<file path="src/rtl/pfx_dec_pkg.sv">
package pfx_dec_pkg;

  typedef enum logic [1:0] {
    MODE_LEGACY = 2'b00,
    MODE_COMPAT = 2'b01,
    MODE_LONG   = 2'b10
  } cpu_mode_e;

  typedef enum logic [1:0] {
    SZ_NONE = 2'b00,
    SZ_16   = 2'b01,
    SZ_32   = 2'b10,
    SZ_64   = 2'b11
  } size_e;

  typedef struct packed {
    logic w;
    logic r;
    logic x;
    logic b;
  } ext_bits_t;

  typedef struct packed {
    logic      opsz;
    logic      adsz;
    logic      ext_vld;
    ext_bits_t ext;
  } pfx_state_t;

endpackage

</file>
<file path="src/rtl/pfx_byte_class.sv">
module pfx_byte_class (
  input  logic [7:0] byte_i,
  input  logic       long_i,
  output logic       is_legacy_o,
  output logic       is_opsz_o,
  output logic       is_adsz_o,
  output logic       is_ext_o
);

  always_comb begin
    is_opsz_o = (byte_i == 8'h66);
    is_adsz_o = (byte_i == 8'h67);
    case (byte_i)
      8'h66, 8'h67, 8'hF0, 8'hF2, 8'hF3,
      8'h26, 8'h2E, 8'h36, 8'h3E, 8'h64, 8'h65: is_legacy_o = 1'b1;
      default:                                  is_legacy_o = 1'b0;
    endcase
    is_ext_o = long_i && (byte_i[7:4] == 4'h4);
  end

endmodule

</file>
<file path="src/rtl/pfx_scan.sv">
module pfx_scan
  import pfx_dec_pkg::*;
#(
  parameter int MAX_LEN = 15
) (
  input  logic       clk,
  input  logic       rst_n,
  input  logic       vld_i,
  input  logic       sop_i,
  input  logic [3:0] low_nib_i,
  input  logic       is_legacy_i,
  input  logic       is_opsz_i,
  input  logic       is_adsz_i,
  input  logic       is_ext_i,
  output pfx_state_t st_o,
  output logic       opc_evt_o,
  output logic       fault_evt_o
);

  localparam int CNT_W = $clog2(MAX_LEN + 1);
  localparam logic [CNT_W-1:0] CNT_LIM = CNT_W'(MAX_LEN);

  pfx_state_t       st_q, st_n, st_base;
  logic [CNT_W-1:0] cnt_q, cnt_n, cnt_base;
  logic             act_q, act_n, act_base;

  always_comb begin
    st_base  = sop_i ? '0 : st_q;
    cnt_base = sop_i ? '0 : cnt_q;
    act_base = sop_i ? 1'b1 : act_q;
    st_n        = st_q;
    cnt_n       = cnt_q;
    act_n       = act_q;
    opc_evt_o   = 1'b0;
    fault_evt_o = 1'b0;
    if (vld_i && act_base) begin
      st_n  = st_base;
      cnt_n = cnt_base;
      act_n = 1'b1;
      if (cnt_base == CNT_LIM) begin
        fault_evt_o = 1'b1;
        act_n       = 1'b0;
      end else if (is_legacy_i) begin
        st_n.opsz    = st_base.opsz | is_opsz_i;
        st_n.adsz    = st_base.adsz | is_adsz_i;
        st_n.ext_vld = 1'b0;
        st_n.ext     = '0;
        cnt_n        = cnt_base + 1'b1;
      end else if (is_ext_i) begin
        st_n.ext_vld = 1'b1;
        st_n.ext     = low_nib_i;
        cnt_n        = cnt_base + 1'b1;
      end else begin
        opc_evt_o = 1'b1;
        act_n     = 1'b0;
        cnt_n     = cnt_base + 1'b1;
      end
    end
  end

  assign st_o = st_n;

  always_ff @(posedge clk or negedge rst_n) begin
    if (!rst_n) begin
      st_q  <= '0;
      cnt_q <= '0;
      act_q <= 1'b0;
    end else if (vld_i) begin
      st_q  <= st_n;
      cnt_q <= cnt_n;
      act_q <= act_n;
    end
  end


  len_fault_cnt_chk: assert property (@(posedge clk) disable iff (!rst_n)
    fault_evt_o |-> (cnt_q == CNT_LIM) && !sop_i);


  idle_ignore_chk: assert property (@(posedge clk) disable iff (!rst_n)
    (!act_q && !sop_i) |=> $stable(cnt_q));

endmodule

</file>
<file path="src/rtl/pfx_size_resolve.sv">
module pfx_size_resolve
  import pfx_dec_pkg::*;
(
  input  logic       [1:0] mode_i,
  input  logic             stack_i,
  input  pfx_state_t       st_i,
  output ext_bits_t        ext_o,
  output logic       [1:0] opnd_o,
  output logic       [1:0] addr_o
);

  logic long_mode;
  logic wide;

  always_comb begin
    long_mode = (mode_i == MODE_LONG);
    wide      = long_mode && st_i.ext_vld && st_i.ext.w;
    ext_o     = (long_mode && st_i.ext_vld) ? st_i.ext : '0;
    if (long_mode) begin
      if (wide)              opnd_o = SZ_64;
      else if (st_i.opsz)    opnd_o = SZ_16;
      else if (stack_i)      opnd_o = SZ_64;
      else                   opnd_o = SZ_32;
      addr_o = st_i.adsz ? SZ_32 : SZ_64;
    end else begin
      opnd_o = st_i.opsz ? SZ_16 : SZ_32;
      addr_o = st_i.adsz ? SZ_16 : SZ_32;
    end
  end

endmodule

</file>
<file path="src/rtl/pfx_size_decoder.sv">
module pfx_size_decoder
  import pfx_dec_pkg::*;
#(
  parameter int MAX_LEN = 15
) (
  input  logic       clk,
  input  logic       rst_n,
  input  logic       byte_vld_i,
  input  logic       byte_sop_i,
  input  logic [7:0] byte_i,
  input  logic [1:0] cpu_mode_i,
  input  logic       stack_op_i,
  output logic       rex_w_o,
  output logic       rex_r_o,
  output logic       rex_x_o,
  output logic       rex_b_o,
  output logic [1:0] opnd_size_o,
  output logic [1:0] addr_size_o,
  output logic       opc_stb_o,
  output logic       len_fault_o
);

  logic       is_legacy, is_opsz, is_adsz, is_ext;
  pfx_state_t st_cur;
  logic       opc_evt, fault_evt;
  ext_bits_t  ext_n, ext_q;
  logic [1:0] opnd_n, addr_n, opnd_q, addr_q;
  logic       stb_q, flt_q;

  pfx_byte_class u_class (
    .byte_i      (byte_i),
    .long_i      (cpu_mode_i == MODE_LONG),
    .is_legacy_o (is_legacy),
    .is_opsz_o   (is_opsz),
    .is_adsz_o   (is_adsz),
    .is_ext_o    (is_ext)
  );

  pfx_scan #(.MAX_LEN(MAX_LEN)) u_scan (
    .clk         (clk),
    .rst_n       (rst_n),
    .vld_i       (byte_vld_i),
    .sop_i       (byte_sop_i),
    .low_nib_i   (byte_i[3:0]),
    .is_legacy_i (is_legacy),
    .is_opsz_i   (is_opsz),
    .is_adsz_i   (is_adsz),
    .is_ext_i    (is_ext),
    .st_o        (st_cur),
    .opc_evt_o   (opc_evt),
    .fault_evt_o (fault_evt)
  );

  pfx_size_resolve u_resolve (
    .mode_i  (cpu_mode_i),
    .stack_i (stack_op_i),
    .st_i    (st_cur),
    .ext_o   (ext_n),
    .opnd_o  (opnd_n),
    .addr_o  (addr_n)
  );

  always_ff @(posedge clk or negedge rst_n) begin
    if (!rst_n) begin
      ext_q  <= '0;
      opnd_q <= SZ_32;
      addr_q <= SZ_32;
    end else if (opc_evt) begin
      ext_q  <= ext_n;
      opnd_q <= opnd_n;
      addr_q <= addr_n;
    end
  end

  always_ff @(posedge clk or negedge rst_n) begin
    if (!rst_n) begin
      stb_q <= 1'b0;
      flt_q <= 1'b0;
    end else begin
      stb_q <= opc_evt;
      flt_q <= fault_evt;
    end
  end

  assign rex_w_o     = ext_q.w;
  assign rex_r_o     = ext_q.r;
  assign rex_x_o     = ext_q.x;
  assign rex_b_o     = ext_q.b;
  assign opnd_size_o = opnd_q;
  assign addr_size_o = addr_q;
  assign opc_stb_o   = stb_q;
  assign len_fault_o = flt_q;


  stb_fault_excl_chk: assert property (@(posedge clk) disable iff (!rst_n)
    !(opc_stb_o && len_fault_o));


  long_addr_no16_chk: assert property (@(posedge clk) disable iff (!rst_n)
    (opc_stb_o && $past(cpu_mode_i) == MODE_LONG) |-> addr_size_o != SZ_16);


  stack_no32_chk: assert property (@(posedge clk) disable iff (!rst_n)
    (opc_stb_o && $past(cpu_mode_i) == MODE_LONG && $past(stack_op_i))
      |-> opnd_size_o != SZ_32);


  legacy_ext_zero_chk: assert property (@(posedge clk) disable iff (!rst_n)
    (opc_stb_o && $past(cpu_mode_i) != MODE_LONG)
      |-> {rex_w_o, rex_r_o, rex_x_o, rex_b_o} == 4'b0000);

endmodule

</file>
<file path="config.mk">
export PLATFORM = sky130hd
export DESIGN_NAME = pfx_size_decoder
export DESIGN_NICKNAME = d
export VERILOG_FILES = /design/src/rtl/pfx_dec_pkg.sv /design/src/rtl/pfx_byte_class.sv /design/src/rtl/pfx_scan.sv /design/src/rtl/pfx_size_resolve.sv /design/src/rtl/pfx_size_decoder.sv
export SDC_FILE = /design/constraint.sdc
export NUM_CORES = 1
export LEC_CHECK = 0
export CELL_PAD_IN_SITES_DETAIL_PLACEMENT = 0
export CELL_PAD_IN_SITES_GLOBAL_PLACEMENT = 1
export CORE_MARGIN = 3
export CORE_UTILIZATION = 38
export DETAILED_ROUTE_END_ITERATION = 6
export PLACE_DENSITY = 0.81
export SETUP_SLACK_MARGIN = 0.05
export SLEW_MARGIN = 20
export SYNTH_ARGS = -nofsm -noshare
export SYNTH_HDL_FRONTEND = slang
export SYNTH_SLANG_ARGS = --single-unit
</file>
<file path="constraint.sdc">
create_clock -name clk -period 2.64 [get_ports clk]
set_input_delay 0.396 -clock clk [delete_from_list [all_inputs] [get_ports clk]]
set_output_delay 0.396 -clock clk [all_outputs]
set_load 0.02 [all_outputs]
</file>
==> key figures <==
STA
  – Tcrit/Tclk final: 84.84%
  – RSZ-0062 raised after global routing: false
  – Pins Over Slew Limit: 0
  – Max-Slew Margin vs Limit: about three quarters
  – Setup TNS: 0 ns
  – Fmax: 446.5 MHz
  – Clk_skew: 0.003364 ns
  – Post-route minimum period: between 2 and 2.5 ns
  – Final Setup Violations: 0
  – Hold Slack: 0.4232 ns
  – Endpoints failing hold: 0
  – Worst-margin pin slew: approximately 0.36 ns

Detailed routing
  – Via-per-instance ratio: 5.369
  – Detailed-route wire length: 2.420 mm
  – Initial DRC Count: 51
  – DRC viols: 0
  – Avg WL per Cell: around 14 µm
  – Drt pass-1 iters: 5
  – Antenna Nets Post-Route: 0
  – Routed vias: about 950

Final layout
  – Final nets: 163
  – Antenna cells: 0
  – Non-filler cells, final: 176
  – Area Growth Syn to Fin: 31.40%
  – Final Instance Area: 1555 µm²
  – Fraction of layout cells with a size suffix above 1: 19.31%

Clocking
  – Reg clk slew, reported paths: about 0.12 ns
  – Clk buf depth: 2
  – Cts hold-fix bufs: 0
  – Skew-Pair Late Insertion Delay: 0.31 ns
  – Clk root buf: clkbuf_4
  – CTS sink count: 22
  – CTS tree: built
  – Setup Buffers After CTS: 0
  – H-tree levels: 1
  – Post-cts sizing count: 0
  – CTS buffer count: 3

Worst hold path
  – Min-delay worst type: in2async

Yosys
  – Top_reg_cell synth: dfrtp_1
  – Synth Area per Inst: 10.57 µm²
  – Register bit count reported by yosys: 22
  – Most area-hungry cell type in the Yosys netlist: dfrtp_1
  – Largest cells by area after synthesis: dfrtp_1 (42%), nand2_1 (5.7%), dfstp_2 (4.4%), a22o_1 (4.4%), o21ai_1 (2.5%)
  – Cell area after synthesis: 1184 µm²
  – Synth top area share: 42.28%
  – Seq/Total Area, Yosys: between 40 and 50%
  – Commonest cells post-synth: dfrtp_1 (20), nand2_1 (18), nor2_1 (8)
  – Syn Inst Count: 112
  – Most numerous cell in the Yosys netlist: dfrtp_1
  – YS warnings: 0
  – Mapped Nets: roughly 130
  – Yosys cell types: between 40 and 50
  – Asr flop ratio synth: 100.0%
  – Post-synth EDFFs: 0

Setup path
  – Startpoint types: input port
  – CP peak stage delay: about 0.50 ns
  – Nature of the critical path endpoint: flip-flop
  – CP required: approximately 2.9 ns
  – Crit path DAT: ~2.5 ns
  – CP Cell Sequence: clkdlybuf4s50_1 -> or3b_1 -> or4_4 -> nor3_1 -> a22o_1 -> ha_1 -> o21ai_1
  – Kind of critical path: in2reg
  – Crit-path slowest cell: or4_4
  – Crit-path max FO: 3

Global route
  – Largest net degree at the start of global routing: 23
  – Grt ovf: 0
  – First-pass GRT wire length: 4.091 mm
  – Number of global-route vias before repair: around 940
  – Overall global routing resource usage: 14.34%
  – Initial antenna violation count: 0

Power
  – Maximum VDD drop: between 0.15 and 0.2 mV
  – Leak pwr: 0.0006872 µW
  – PwrDens: 508.0 nW/µm²
  – Total power: about 800 µW

Flow run
  – Maxcap violations: 0

Die
  – Die Wd: between 60 and 70 µm
  – Placeable Area: between 2000 and 3000 µm²
  – Die area: 3820 µm²
  – Cell row count: 19
  – IO Count: 25
  – Initial Utilization: 41.49%
  – Die Ht: 61.81 µm

Placement
  – Post-DP HPWL: ~1.9 mm
  – IO Port Bufs: 24
  – Final GP Congestion: 0.7254
  – Placed Area: 1503 µm²
  – # placed instances: 172

Status
  – Outcome: complete, no violations
[path summary, 6_finish.rpt]
kind	from	end	slack (ns)	cells past startpoint
max	byte_i[4]	addr_size_o[0]	0.40	7
min	rst_n	u_scan.act_q	0.42	2
max reg2reg	u_scan.cnt_q[0]	opnd_size_o[1]	0.59	8
min reg2reg	addr_size_o[1]	addr_size_o[1]	0.47	2
max in group asynchronous	rst_n	addr_size_o[1]	1.94	2
min in group clk	addr_size_o[1]	addr_size_o[1]	0.47	2
[cell families after synthesis]
group / Yosys count / share of synthesized area, %
AO/OA/AOI/OAI: 30 / 22.62
XOR/XNOR: 1 / 0.7401
adder cells (fa/ha/maj): 2 / 2.114
buffers and inverters: 5 / 2.008
flip-flops: 22 / 46.72
multiplexers: 1 / 0.8457
AND/OR/NAND/NOR: 51 / 24.95
[critical path: cells and delay by family]
| family | cells | cell delay [ns] |
|---|---|---|
| AO/OA/AOI/OAI | 2 | 0.30 |
| adder cells (fa/ha/maj) | 1 | 0.22 |
| buffers and inverters | 1 | 0.43 |
| AND/OR/NAND/NOR | 3 | 1.12 |
[stage by stage]
stage / utilization [%] / worst slack (ns)
3_5_place_dp: 52.68 / 0.07350
4_1_cts: 54.52 / 0.4067
2_1_floorplan: - / 0.6300
5_1_grt: 54.52 / 0.2393
6_report: 54.52 / 0.4002
3_3_place_gp: 52.68 / 0.1303
[per-layer routing]
layer | GRT usage, % | vias to the layer above | wire length (µm)
li1 | - | 470 | -
met1 | 19.62 | 444 | 1136
met2 | 23.32 | 27 | 1099
met3 | 2.066 | 4 | 141
met4 | 4.545 | 0 | 43
met5 | 0 | - | 0
[cell usage in the layout (no fill, tap or decap), drive strengths merged, types with 2 or more instances in the layout]
cell and count:
buf 7, a22o 6, ha 2, nor4 2, clkdlybuf4s50 24, nor3 3
and2 2, nor2 9, nand2 19, nor2b 2, nand2b 2, dfrtp 20
dfstp 2, nand3 3, clkbuf 3, o21a 2, inv 3, o21ai 8
a21oi 6
[where the power goes]
group / internal [µW] / total, µW / switching [µW] / leakage [µW]
Sequential: 365 / 382 / 17.1 / 0.000290
Clock: 153 / 255 / 102 / 0.0000279
Combinational: 75.0 / 153 / 77.8 / 0.000369
[sequential cells by signal, indices dropped and copies added (netlist names)]
| signal | cells |
|---|---|
| len_fault_o | 1 |
| rex_x_o | 1 |
| opnd_size_o | 2 |
| rex_r_o | 1 |
| opc_stb_o | 1 |
| u_scan.st_q | 7 |
| addr_size_o | 2 |
| rex_b_o | 1 |
| rex_w_o | 1 |
| u_scan.cnt_q | 4 |
| u_scan.act_q | 1 |
[final cells by class]
class                      instances  area (µm²)
inverter                           3       11.26
timing repair buffer              31       292.8
clock buffer                       3       22.52
multi-input combinational         85       606.8
sequential                        22       553.0
clock inverter                     1       30.03
tap                               31       38.79
fill                             265        1297
Power figures use the tool's default switching activity.
